[config.mk]
export PLATFORM = sky130hd
export DESIGN_NAME = pcb_bridge
export DESIGN_NICKNAME = d
export VERILOG_FILES = /design/src/rtl/pcb_pkg.sv /design/src/rtl/pcb_cfg.sv /design/src/rtl/pcb_decode.sv /design/src/rtl/pcb_seq.sv /design/src/rtl/pcb_bridge.sv
export SDC_FILE = /design/constraint.sdc
export NUM_CORES = 1
export LEC_CHECK = 0
export ABC_AREA = 0
export BUFFER_PORTS_ARGS = -buffer_cell sky130_fd_sc_hd__buf_2
export CORE_MARGIN = 3
export CORE_UTILIZATION = 55
export CTS_BUF_LIST = sky130_fd_sc_hd__clkbuf_4 sky130_fd_sc_hd__clkbuf_8
export DETAILED_ROUTE_END_ITERATION = 16
export PLACE_DENSITY = 0.8
export SLEW_MARGIN = 15
export SYNTH_ARGS = -nofsm -noshare
export SYNTH_HDL_FRONTEND = slang
export SYNTH_SLANG_ARGS = --single-unit
[constraint.sdc]
create_clock -name clk -period 4.45 [get_ports clk]
set_input_delay 0.89 -clock clk [delete_from_list [all_inputs] [get_ports clk]]
set_output_delay 0.89 -clock clk [all_outputs]
set_load 0.02 [all_outputs]
[src/rtl/pcb_pkg.sv]
package pcb_pkg;

  // I/O address width and the part of it compared against a base register
  localparam int ADDR_W = 16;
  localparam int PORT_W = 2;
  localparam int BASE_W = ADDR_W - PORT_W;
  localparam int XA_W   = 4;
  localparam int DATA_W = 8;

  typedef enum logic [1:0] {
    ST_IDLE   = 2'd0,
    ST_SETUP  = 2'd1,
    ST_STROBE = 2'd2,
    ST_HOLD   = 2'd3
  } seq_state_e;

endpackage

[src/rtl/pcb_cfg.sv]
module pcb_cfg
  import pcb_pkg::*;
#(
  parameter int              N_CS      = 4,
  parameter logic [N_CS-1:0] LOCKABLE  = 4'b1110,
  parameter logic [ADDR_W-1:0] BASE0_RST = 16'h0080,
  localparam int             SEL_W     = (N_CS > 1) ? $clog2(N_CS) : 1
) (
  input  logic                           clk,
  input  logic                           rst_n,
  input  logic                           cfg_we,
  input  logic [SEL_W-1:0]               cfg_sel,
  input  logic                           cfg_hi,
  input  logic [DATA_W-1:0]              cfg_wdata,
  output logic [N_CS-1:0][BASE_W-1:0]    base,
  output logic [N_CS-1:0]                enable,
  output logic                           lock
);

  logic lock_q, lock_d;

  // Latch can only rise; a low-byte write to a lockable select with bit 1 sets it
  always_comb begin
    lock_d = lock_q;
    if (cfg_we && !cfg_hi && cfg_wdata[1] && LOCKABLE[cfg_sel]) begin
      lock_d = 1'b1;
    end
  end

  always_ff @(posedge clk or negedge rst_n) begin
    if (!rst_n) begin
      lock_q <= 1'b0;
    end else begin
      lock_q <= lock_d;
    end
  end

  assign lock = lock_q;

  for (genvar i = 0; i < N_CS; i++) begin : g_sel
    logic              wr_ok;
    logic [BASE_W-1:0] base_q, base_d;

    assign wr_ok = cfg_we && (cfg_sel == SEL_W'(i)) && !(LOCKABLE[i] && lock_q);

    always_comb begin
      base_d = base_q;
      if (cfg_hi) begin
        base_d[BASE_W-1:BASE_W-DATA_W] = cfg_wdata;
      end else begin
        base_d[BASE_W-DATA_W-1:0] = cfg_wdata[DATA_W-1:PORT_W];
      end
    end

    always_ff @(posedge clk or negedge rst_n) begin
      if (!rst_n) begin
        base_q <= (i == 0) ? BASE0_RST[ADDR_W-1:PORT_W] : '0;
      end else if (wr_ok) begin
        base_q <= base_d;
      end
    end

    assign base[i] = base_q;

    if (LOCKABLE[i]) begin : g_dis
      logic dis_q;
      always_ff @(posedge clk or negedge rst_n) begin
        if (!rst_n) begin
          dis_q <= 1'b1;
        end else if (wr_ok && !cfg_hi) begin
          dis_q <= cfg_wdata[0];
        end
      end
      assign enable[i] = !dis_q;
    end else begin : g_fixed
      assign enable[i] = 1'b1;
    end
  end

endmodule

[src/rtl/pcb_decode.sv]
module pcb_decode
  import pcb_pkg::*;
#(
  parameter int                N_CS      = 4,
  parameter logic [4*N_CS-1:0] CMD_CODES = 16'hDCBA,
  localparam int               SEL_W     = (N_CS > 1) ? $clog2(N_CS) : 1
) (
  input  logic                        use_smb,
  input  logic [ADDR_W-1:0]           lpc_addr,
  input  logic [DATA_W-1:0]           smb_cmd,
  input  logic [N_CS-1:0][BASE_W-1:0] base,
  input  logic [N_CS-1:0]             enable,
  output logic                        hit,
  output logic [SEL_W-1:0]            sel,
  output logic [XA_W-1:0]             xa
);

  logic [N_CS-1:0] match;

  for (genvar i = 0; i < N_CS; i++) begin : g_cmp
    logic cmd_eq, addr_eq;
    assign cmd_eq   = (smb_cmd[DATA_W-1:XA_W] == CMD_CODES[4*i +: 4]);
    assign addr_eq  = (lpc_addr[ADDR_W-1:PORT_W] == base[i]);
    assign match[i] = enable[i] && (use_smb ? cmd_eq : addr_eq);
  end

  // Lowest index wins when several selects match
  always_comb begin
    hit = |match;
    sel = '0;
    for (int i = N_CS - 1; i >= 0; i--) begin
      if (match[i]) begin
        sel = SEL_W'(i);
      end
    end
  end

  assign xa = use_smb ? smb_cmd[XA_W-1:0]
                      : {{(XA_W-PORT_W){1'b0}}, lpc_addr[PORT_W-1:0]};

endmodule

[src/rtl/pcb_seq.sv]
module pcb_seq
  import pcb_pkg::*;
#(
  parameter int  N_CS       = 4,
  parameter int  SETUP_CYC  = 2,
  parameter int  STROBE_CYC = 4,
  parameter int  HOLD_CYC   = 1,
  localparam int SEL_W      = (N_CS > 1) ? $clog2(N_CS) : 1,
  localparam int CNT_W      = $clog2(SETUP_CYC + STROBE_CYC + HOLD_CYC + 1)
) (
  input  logic              clk,
  input  logic              rst_n,
  input  logic              lpc_req,
  input  logic              lpc_we,
  input  logic [DATA_W-1:0] lpc_wdata,
  input  logic              smb_req,
  input  logic              smb_we,
  input  logic [DATA_W-1:0] smb_wdata,
  input  logic              hit,
  input  logic [SEL_W-1:0]  sel,
  input  logic [XA_W-1:0]   xa_dec,
  input  logic [DATA_W-1:0] xd_in,
  output logic              use_smb,
  output logic [N_CS-1:0]   cs_act,
  output logic              rd_strb,
  output logic              wr_strb,
  output logic [XA_W-1:0]   xa,
  output logic [DATA_W-1:0] xd_out,
  output logic              xd_oe,
  output logic              lpc_done,
  output logic              smb_done,
  output logic [DATA_W-1:0] rdata
);

  seq_state_e        state_q, state_d;
  logic [CNT_W-1:0]  cnt_q, cnt_d;
  logic              owner_q, we_q;
  logic [SEL_W-1:0]  sel_q;
  logic [XA_W-1:0]   xa_q;
  logic [DATA_W-1:0] wd_q, rdata_q, rdata_d;
  logic [1:0]        done_q, done_d;
  logic              accept, start, miss, cap_rd, rd_en, busy;

  // First come, first served; a same-cycle tie goes to the address side
  assign use_smb = smb_req && !lpc_req;
  assign accept  = (state_q == ST_IDLE) && (lpc_req || smb_req);
  assign start   = accept && hit;
  assign miss    = accept && !hit;

  always_comb begin
    state_d = state_q;
    cnt_d   = cnt_q;
    cap_rd  = 1'b0;
    done_d  = 2'b00;
    unique case (state_q)
      ST_IDLE: begin
        if (start) begin
          state_d = ST_SETUP;
          cnt_d   = '0;
        end else if (miss) begin
          done_d = use_smb ? 2'b10 : 2'b01;
        end
      end
      ST_SETUP: begin
        if (cnt_q == CNT_W'(SETUP_CYC - 1)) begin
          state_d = ST_STROBE;
          cnt_d   = '0;
        end else begin
          cnt_d = cnt_q + 1'b1;
        end
      end
      ST_STROBE: begin
        if (cnt_q == CNT_W'(STROBE_CYC - 1)) begin
          state_d = ST_HOLD;
          cnt_d   = '0;
          cap_rd  = !we_q;
        end else begin
          cnt_d = cnt_q + 1'b1;
        end
      end
      ST_HOLD: begin
        if (cnt_q == CNT_W'(HOLD_CYC - 1)) begin
          state_d = ST_IDLE;
          cnt_d   = '0;
          done_d  = owner_q ? 2'b10 : 2'b01;
        end else begin
          cnt_d = cnt_q + 1'b1;
        end
      end
      default: state_d = ST_IDLE;
    endcase
  end

  assign rd_en   = cap_rd || miss;
  assign rdata_d = miss ? {DATA_W{1'b1}} : xd_in;

  always_ff @(posedge clk or negedge rst_n) begin
    if (!rst_n) begin
      state_q <= ST_IDLE;
      cnt_q   <= '0;
      done_q  <= 2'b00;
    end else begin
      state_q <= state_d;
      cnt_q   <= cnt_d;
      done_q  <= done_d;
    end
  end

  always_ff @(posedge clk or negedge rst_n) begin
    if (!rst_n) begin
      owner_q <= 1'b0;
      we_q    <= 1'b0;
      sel_q   <= '0;
      xa_q    <= '0;
      wd_q    <= '0;
    end else if (start) begin
      owner_q <= use_smb;
      we_q    <= use_smb ? smb_we : lpc_we;
      sel_q   <= sel;
      xa_q    <= xa_dec;
      wd_q    <= use_smb ? smb_wdata : lpc_wdata;
    end
  end

  always_ff @(posedge clk or negedge rst_n) begin
    if (!rst_n) begin
      rdata_q <= '0;
    end else if (rd_en) begin
      rdata_q <= rdata_d;
    end
  end

  assign busy = (state_q != ST_IDLE);

  for (genvar i = 0; i < N_CS; i++) begin : g_act
    assign cs_act[i] = busy && (sel_q == SEL_W'(i));
  end

  assign rd_strb  = (state_q == ST_STROBE) && !we_q;
  assign wr_strb  = (state_q == ST_STROBE) && we_q;
  assign xa       = xa_q;
  assign xd_out   = wd_q;
  assign xd_oe    = busy && we_q;
  assign lpc_done = done_q[0];
  assign smb_done = done_q[1];
  assign rdata    = rdata_q;

endmodule

[src/rtl/pcb_bridge.sv]
module pcb_bridge
  import pcb_pkg::*;
#(
  parameter int                N_CS        = 4,
  parameter logic [N_CS-1:0]   CS_ACT_HIGH = 4'b0010,
  parameter logic [N_CS-1:0]   LOCKABLE    = 4'b1110,
  parameter logic [4*N_CS-1:0] CMD_CODES   = 16'hDCBA,
  parameter logic [15:0]       BASE0_RST   = 16'h0080,
  parameter int                SETUP_CYC   = 2,
  parameter int                STROBE_CYC  = 4,
  parameter int                HOLD_CYC    = 1,
  localparam int               SEL_W       = (N_CS > 1) ? $clog2(N_CS) : 1
) (
  input  logic              clk,
  input  logic              rst_n,
  input  logic              lpc_req,
  input  logic              lpc_we,
  input  logic [15:0]       lpc_addr,
  input  logic [7:0]        lpc_wdata,
  output logic              lpc_done,
  input  logic              smb_req,
  input  logic              smb_we,
  input  logic [7:0]        smb_cmd,
  input  logic [7:0]        smb_wdata,
  output logic              smb_done,
  output logic [7:0]        rsp_rdata,
  input  logic              cfg_we,
  input  logic [SEL_W-1:0]  cfg_sel,
  input  logic              cfg_hi,
  input  logic [7:0]        cfg_wdata,
  output logic [N_CS-1:0]   xcs,
  output logic [3:0]        xa,
  output logic              xrd_n,
  output logic              xwr_n,
  output logic [7:0]        xd_out,
  output logic              xd_oe,
  input  logic [7:0]        xd_in
);

  logic [1:0]                  rst_pipe_q;
  logic                        rst_sync_n;
  logic [N_CS-1:0][BASE_W-1:0] cfg_base;
  logic [N_CS-1:0]             cfg_enable;
  logic                        cfg_lock;
  logic                        use_smb, dec_hit, rd_strb, wr_strb;
  logic [SEL_W-1:0]            dec_sel;
  logic [XA_W-1:0]             dec_xa;
  logic [N_CS-1:0]             cs_act;

  // Reset asserts at once and leaves two clocks after rst_n rises
  always_ff @(posedge clk or negedge rst_n) begin
    if (!rst_n) begin
      rst_pipe_q <= 2'b00;
    end else begin
      rst_pipe_q <= {rst_pipe_q[0], 1'b1};
    end
  end
  assign rst_sync_n = rst_pipe_q[1];

  pcb_cfg #(
    .N_CS      (N_CS),
    .LOCKABLE  (LOCKABLE),
    .BASE0_RST (BASE0_RST)
  ) u_cfg (
    .clk       (clk),
    .rst_n     (rst_sync_n),
    .cfg_we    (cfg_we),
    .cfg_sel   (cfg_sel),
    .cfg_hi    (cfg_hi),
    .cfg_wdata (cfg_wdata),
    .base      (cfg_base),
    .enable    (cfg_enable),
    .lock      (cfg_lock)
  );

  pcb_decode #(
    .N_CS      (N_CS),
    .CMD_CODES (CMD_CODES)
  ) u_dec (
    .use_smb  (use_smb),
    .lpc_addr (lpc_addr),
    .smb_cmd  (smb_cmd),
    .base     (cfg_base),
    .enable   (cfg_enable),
    .hit      (dec_hit),
    .sel      (dec_sel),
    .xa       (dec_xa)
  );

  pcb_seq #(
    .N_CS       (N_CS),
    .SETUP_CYC  (SETUP_CYC),
    .STROBE_CYC (STROBE_CYC),
    .HOLD_CYC   (HOLD_CYC)
  ) u_seq (
    .clk       (clk),
    .rst_n     (rst_sync_n),
    .lpc_req   (lpc_req),
    .lpc_we    (lpc_we),
    .lpc_wdata (lpc_wdata),
    .smb_req   (smb_req),
    .smb_we    (smb_we),
    .smb_wdata (smb_wdata),
    .hit       (dec_hit),
    .sel       (dec_sel),
    .xa_dec    (dec_xa),
    .xd_in     (xd_in),
    .use_smb   (use_smb),
    .cs_act    (cs_act),
    .rd_strb   (rd_strb),
    .wr_strb   (wr_strb),
    .xa        (xa),
    .xd_out    (xd_out),
    .xd_oe     (xd_oe),
    .lpc_done  (lpc_done),
    .smb_done  (smb_done),
    .rdata     (rsp_rdata)
  );

  // Pin level: active-high selects pass through, others are inverted
  assign xcs   = cs_act ^ ~CS_ACT_HIGH;
  assign xrd_n = !rd_strb;
  assign xwr_n = !wr_strb;

endmodule

==> results of run 1 <==
## sequential cells by signal, indices dropped and copies added, names as in the netlist
signal	flops
u_cfg.g_sel.base_q	56
u_seq.rdata	8
u_seq.xd_out	8
u_seq.xa	4
u_cfg.g_sel.g_dis.dis_q	3
u_seq.cnt_q	3
rst_pipe_q	2
u_seq.done_q	2
u_seq.sel_q	2
u_seq.state_q	2
u_cfg.lock	1
u_seq.owner_q	1
u_seq.we_q	1
## final cells by class
| type | count | area, um2 | area share |
|---|---|---|---|
| inverters | 16 | 60.1 | 0.0108 |
| multi-input cells | 287 | 2330 | 0.419 |
| clock inverters | 5 | 60.1 | 0.0108 |
| clock buffers | 11 | 145 | 0.0261 |
| well taps | 105 | 131 | 0.0236 |
| repair buffers | 98 | 500 | 0.0900 |
| flip-flops and latches | 93 | 2340 | 0.420 |
## power by group through the flow
stage          clock, mW  combinational (mW)  sequential (mW)
2_1_floorplan          0               0.535             1.28
3_3_place_gp           0               0.852             1.21
4_1_cts            0.591               0.885             1.21
6_report           0.580               0.877             1.20
3_5_place_dp           0               0.882             1.22
5_1_grt            0.624               0.956             1.23
## synth_stat cells, types with 2 or more instances
cell type / count
dfrtp_1: 89
o21ai_0: 12
nor2b_1: 2
nand3_1: 3
nand4_1: 11
clkbuf_1: 8
mux2_4: 4
ha_1: 9
o22ai_1: 2
o21bai_1: 2
nand2_1: 42
nand3b_1: 2
nand2b_1: 3
nor2_1: 8
nor4b_2: 2
a21oi_1: 8
nor3_1: 8
xor2_1: 40
mux2i_1: 12
nor4_1: 10
xnor2_1: 16
dfstp_2: 4
mux2_2: 66
inv_1: 16
or4b_2: 2
## worst reg2reg max path: stages (launching register included)
cell and delay [ns]:
dfrtp_1 0.40, xor2_1 0.16, nor4_1 0.55, nand4_1 0.41, a41oi_4 0.75, mux2_2 0.42
## routing by layer
| layer | up-vias | wire length, um | track usage |
|---|---|---|---|
| met4 | 0 | 180 | 0.0630 |
| met5 | - | 0 | 0 |
| met2 | 100 | 5560 | 0.384 |
| met1 | 1683 | 4510 | 0.284 |
| met3 | 16 | 702 | 0.0491 |
| li1 | 1611 | - | - |
## worst max-delay path by stage
stage                       start                       end  slack [ns]
floorplan           rst_pipe_q[1]  u_cfg.g_sel[0].base_q[0]        1.67
global placement          smb_req           u_seq.xd_out[1]        0.97
detailed placement        smb_req           u_seq.xd_out[0]        0.92
CTS                       smb_req           u_seq.xd_out[7]        1.32
global route              smb_req           u_seq.xd_out[7]        1.16
finish                    smb_req           u_seq.xd_out[0]        1.26
## per-stage QoR
step	instance area (um2)	util	power, mW	std cells	hold WS [ns]
6_report	5560	0.667	2.66	615	0.174
5_1_grt	5560	0.667	2.81	615	0.198
4_1_cts	5560	0.667	2.68	615	0.184
3_5_place_dp	5360	0.642	2.11	599	0.187
3_3_place_gp	5360	0.642	2.06	599	0.183
2_1_floorplan	4790	-	1.81	408	0.331
## kinds of logic (layout without fill, tap and decap cells)
group | Yosys count | in the layout
fa+ha+maj | 9 | 9
xor+xnor | 56 | 56
simple gates | 103 | 103
flops | 93 | 93
mux | 82 | 82
compound gates | 36 | 36
other cells | 1 | 1
buf+inv | 28 | 130
==> flow_metrics.py, run 1 <==
metrics = {
    "clock_network": {
        "cts_num_sinks": 93,
        "cts_buffers": 9,
        "clk_path_buf_depth": 2,
        "root_buffer": "clkbuf_8",
        "cts_setup_buffers": 0,
        "clkTransAtPathRegs_ns": 0.09,
        "htreeDepth": 3,
        "clk-insertion-delay-late_ns": 0.36,
        "cts_tree": "done",
        "cts_hold_buf": 0,
        "cts-resized-gates": 0,
    },
    "worst_setup_path": {
        "cpPeakStageDelay_ns": 0.75,
        "endpoint_kind": "flip-flop",
        "r2r_end": "u_seq.xd_out[0]",
        "cp_max_fo": 17,
        "cp_slowest_cell": "a41oi_4",
        "crit_buf_inv": 1,
        "worstPathArrival_ns": 3.44,
        "crit_type": "input port to flip-flop",
        "crit_required_ns": 4.71,
        "cp-start-kind": "input port",
        "rr_startpoint": "u_cfg.g_sel[1].base_q[8]",
        "r2r_slack_ns": 1.66,
        "crit_chain": "buf_2 -> nor2b_1 -> nor4_1 -> nand4_1 -> a41oi_4 -> mux2_2",
        "path_delay_family": "simple AND/OR/NAND/NOR gates",
        "reg2regPathDepth": 5,
        "cp_num_cells": 6,
    },
    "routing": {
        "drtPass1Iterations": 4,
        "routedWlPerCell_um": 17.8,
        "via_count": 3410,
        "post-route-drc-count": 0,
        "viasPerCell": 5.54,
        "wl_um": 11000,
        "first_iter_violations": 128,
        "ant_nets": 0,
    },
    "timing": {
        "worst_pin_slew_ns": 1.20,
        "hold_viol": 0,
        "fin_ws_ns": 1.26,
        "layout_min_cycle_time_ns": 3.19,
        "setup_violations": 0,
        "period_share": 0.716,
        "rsz0062_at_grt": "no",
        "final-max-slew-violation-count": 0,
        "fin_skew_ns": 0.0108,
        "max_clock_freq_mhz": 314,
        "maxSlewHeadroom": 0.198,
        "fin_tns_setup_ns": 0,
    },
    "global_route": {
        "grt_pass1_wl_um": 17100,
        "grt_overflow": 0,
        "grt.total_usage": 0.223,
        "antenna_found_initial": 0,
        "grt_pass1_vias": 3514,
        "grt_start_max_net_pins": 76,
    },
    "power_and_ir_drop": {
        "leakagePower_nw": 2.65,
        "irDropWorstVdd_mv": 0.295,
        "intPower_mw": 1.74,
        "combPwrFrac": 0.329,
        "p_seq_frac": 0.453,
        "sw_frac_of_total": 0.346,
        "clockPowerShare": 0.218,
        "p_sw_mw": 0.922,
        "power_density_mw_per_mm2": 479,
    },
    "synth": {
        "yosys.area_share.simple": 0.114,
        "synth_compound_area_frac": 0.0531,
        "synth-edff-count": 0,
        "synth_cells": 408,
        "synth_xor_area_frac": 0.102,
        "yosysWarnings": 0,
        "synth_ff_type": "dfrtp_1",
        "synthesis.area_mm2": 0.00479,
        "synth_mux_area_frac": 0.193,
        "synth.largest_area_cell": "dfrtp_1",
        "ys_types": 52,
        "synth-async-reset-ratio": 1.00,
        "ys_ff_latch": 93,
        "synth_area_leaders": "dfrtp_1 (47%), mux2_2 (16%), xor2_1 (7.3%), nand2_1 (3.3%), xnor2_1 (2.9%)",
        "synth.avg_cell_area_um2": 11.7,
        "synth_top_area_frac": 0.465,
        "ys_seq_area_frac": 0.487,
        "synth_nets": 483,
        "synth_fa_ha_area_frac": 0.0235,
        "synth_top_family_by_area": "multiplexers",
    },
    "finish": {
        "drive_gt1_frac": 0.390,
        "synthToLayoutAreaGrowth_pct": 16.2,
        "layout_common_cells": "buf_2 (94), dfrtp_1 (88), mux2_2 (66), nand2_1 (42), xor2_1 (40)",
        "fill_cells": 648,
        "layout_commonest_cell": "buf_2",
        "final_nets": 580,
        "num_antenna_cells": 0,
    },
    "floorplan": {
        "die_area_mm2": 0.00986,
        "die_y_um": 99.3,
        "core_area_mm2": 0.00834,
        "row_count": 33,
        "ios": 95,
        "die_w_um": 99.3,
        "start_util": 0.574,
    },
    "run": {
        "maxCapViolations": 0,
    },
    "placement": {
        "port_buffers": 94,
        "dp_slack_ns": 0.919,
        "dp_hpwl_um": 8280,
        "gp_congestion": 0.886,
    },
    "outcome": {
        "outcome": "finished clean",
    },
    "min_path": {
        "hp-class": "flip-flop to asynchronous set/reset pin",
    },
}
Note: power is estimated with default switching activity, not from simulation.
==> run 2: changes to the inputs <==
--- a/config.mk
+++ b/config.mk
@@ -5,13 +5,13 @@
 export SDC_FILE = /design/constraint.sdc
 export NUM_CORES = 1
 export LEC_CHECK = 0
-export ABC_AREA = 0
+export ABC_AREA = 1
 export BUFFER_PORTS_ARGS = -buffer_cell sky130_fd_sc_hd__buf_2
 export CORE_MARGIN = 3
 export CORE_UTILIZATION = 55
 export CTS_BUF_LIST = sky130_fd_sc_hd__clkbuf_4 sky130_fd_sc_hd__clkbuf_8
 export DETAILED_ROUTE_END_ITERATION = 16
-export PLACE_DENSITY = 0.8
+export PLACE_DENSITY = 0.79
 export SLEW_MARGIN = 15
 export SYNTH_ARGS = -nofsm -noshare
 export SYNTH_HDL_FRONTEND = slang
==> constraint.sdc (replaced) <==
create_clock -name clk -period 3 [get_ports clk]
set_input_delay 0.6 -clock clk [delete_from_list [all_inputs] [get_ports clk]]
set_output_delay 0.6 -clock clk [all_outputs]
set_load 0.02 [all_outputs]
==> flow_metrics.py, run 2 <==
metrics = {
    "outcome": {
        "outcome": "finished clean",
    },
    "synth": {
        "synth.avg_cell_area_um2": 7.42,
        "synth-async-reset-ratio": 1.00,
        "synth-edff-count": 0,
        "synth_ff_type": "dfrtp_1",
        "ys_ff_latch": 93,
        "ys_types": 31,
        "yosysWarnings": 0,
        "synth_cells": 674,
        "synth_common_cells": "nand2_1 (258), dfrtp_1 (89), inv_1 (75)",
        "synthesis.area_mm2": 0.00500,
        "synth.largest_area_cell": "dfrtp_1",
        "ys_seq_area_frac": 0.466,
        "yosysMostFrequentCell": "nand2_1",
        "synth_area_leaders": "dfrtp_1 (45%), nand2_1 (19%), o21ai_0 (6.5%), inv_1 (5.6%), nand3_1 (3.6%)",
        "synth_nets": 749,
        "synth_top_area_frac": 0.445,
    },
    "global_route": {
        "grt_util_met3": 0.0496,
        "top_usage_layer": "met2",
        "grt_pass1_vias": 4376,
        "grt_pass1_wl_um": 20600,
        "antenna_found_initial": 0,
        "grt.total_usage": 0.255,
        "grt_overflow": 0,
        "met1_usage": 0.325,
        "use_met2": 0.441,
        "grt_start_max_net_pins": 57,
    },
    "run": {
        "maxCapViolations": 0,
    },
    "clock_network": {
        "cts_tree": "done",
        "htreeDepth": 3,
        "cts_num_sinks": 93,
        "cts_hold_buf": 1,
        "clkTransAtPathRegs_ns": 0.09,
        "cts-resized-gates": 0,
        "clk-insertion-delay-late_ns": 0.36,
        "cts_buffers": 9,
        "root_buffer": "clkbuf_8",
        "cts_setup_buffers": 0,
        "clk_path_buf_depth": 2,
    },
    "floorplan": {
        "core_area_mm2": 0.00876,
        "row_count": 34,
        "die_w_um": 101,
        "ios": 95,
        "die_area_mm2": 0.0103,
        "die_y_um": 101,
        "start_util": 0.571,
    },
    "worst_setup_path": {
        "worstPathArrival_ns": 1.65,
        "crit_chain": "inv_1 -> ha_1 -> inv_1 -> nand3_1 -> buf_2",
        "cp_common_cell": "inv_1",
        "cp_slowest_cell": "dfrtp_1",
        "crit_required_ns": 2.40,
        "cp-start-kind": "flip-flop",
        "crit_buf_inv": 3,
        "cpPeakStageDelay_ns": 0.41,
        "path_delay_family": "buffers and inverters",
        "endpoint_kind": "primary output",
        "crit_type": "flip-flop to primary output",
        "cp_max_fo": 7,
    },
    "finish": {
        "stdcell_area_mm2": 0.00577,
        "num_antenna_cells": 0,
        "fill_cells": 761,
        "drive_gt1_frac": 0.201,
        "final_util": 0.659,
        "layout_common_cells": "nand2_1 (258), buf_2 (94), dfrtp_1 (88), inv_1 (75), o21ai_0 (65)",
        "layout_commonest_cell": "nand2_1",
        "synthToLayoutAreaGrowth_pct": 15.4,
        "final_nets": 843,
        "regMostFlops": "u_cfg.g_sel.base_q",
        "largest_reg_flops": 56,
    },
    "placement": {
        "place_area_mm2": 0.00555,
        "dp_hpwl_um": 9210,
        "gp_congestion": 0.855,
        "port_buffers": 94,
    },
    "timing": {
        "maxSlewHeadroom": 0.489,
        "layout_min_cycle_time_ns": 2.25,
        "setup_violations": 0,
        "max_clock_freq_mhz": 445,
        "hold_viol": 0,
        "rsz0062_at_grt": "no",
        "fin_skew_ns": 0.0106,
        "worst_pin_slew_ns": 0.766,
        "fin_tns_setup_ns": 0,
        "final-max-slew-violation-count": 0,
        "period_share": 0.749,
    },
    "routing": {
        "ant_nets": 0,
        "routedWlPerCell_um": 14.0,
        "wl_um": 12300,
        "post-route-drc-count": 0,
        "via_count": 4567,
        "viasPerCell": 5.18,
        "first_iter_violations": 315,
        "drtPass1Iterations": 5,
    },
    "power_and_ir_drop": {
        "combPwrFrac": 0.296,
        "clockPowerShare": 0.253,
        "p_sw_mw": 1.22,
        "sw_frac_of_total": 0.354,
        "p_seq_frac": 0.451,
        "power_density_mw_per_mm2": 600,
        "leakagePower_nw": 3.01,
        "intPower_mw": 2.24,
        "irDropWorstVdd_mv": 0.259,
    },
    "min_path": {
        "hp-class": "flip-flop to flip-flop",
    },
}
run 2: power by group through the flow:
stage	sequential, mW	clock, mW	combinational (mW)
2_1_floorplan	1.67	0	0.592
4_1_cts	1.56	0.894	1.03
5_1_grt	1.58	0.956	1.15
6_report	1.56	0.875	1.03
3_3_place_gp	1.57	0	0.986
3_5_place_dp	1.58	0	1.02
run 2: path summary, 6_finish.rpt:
path,startpoint,to,slack (ns),cells after the start
setup / recovery,u_seq.state_q[0],xcs[2],0.75,5
max in group asynchronous,rst_pipe_q[1],u_cfg.g_sel[0].base_q[12],1.83,1
hold reg to reg,rst_pipe_q[0],rst_pipe_q[1],0.37,0
setup reg to reg,u_cfg.g_sel[3].base_q[8],u_seq.state_q[0],1.13,12
min in group asynchronous,rst_pipe_q[1],u_cfg.g_sel[1].base_q[4],0.40,0
hold / removal,rst_pipe_q[0],rst_pipe_q[1],0.37,0
run 2: cell families (layout without fill, tap and decap cells):
kind of cell    count (synthesis)  after routing  synth area share
mux                             6              6            0.0120
compound gates                 90             90             0.101
flops                          93             93             0.466
fa+ha+maj                       9              9            0.0225
simple gates                  363            363             0.300
buf+inv                       103            202            0.0813
xor+xnor                        9              9            0.0158
other cells                     1              1          0.000750
run 2: layout make-up:
class	count	area, um2	share of cell area
flip-flops and latches	93	2340	0.405
multi-input cells	478	2260	0.392
repair buffers	97	495	0.0858
inverters	89	334	0.0579
clock buffers	13	166	0.0288
well taps	108	135	0.0234
clock inverters	3	43.8	0.00759
run 2: through the flow:
step | hold slack (ns) | setup WS, ns | std cells | total power, mW
global route | 0.387 | 0.595 | 881 | 3.69
CTS | 0.371 | 0.747 | 881 | 3.48
finish | 0.369 | 0.753 | 881 | 3.46
detailed placement | 0.336 | 0.661 | 864 | 2.61
floorplan | 0.304 | 0.225 | 674 | 2.26
global placement | 0.343 | 0.739 | 864 | 2.56
run 2: per-layer routing:
| metal | share of wire | routed length [um] |
|---|---|---|
| met1 | 0.43 | 5260 |
| met2 | 0.49 | 6080 |
| met3 | 0.057 | 707 |
| met4 | 0.024 | 292 |
| met5 | 0 | 0 |
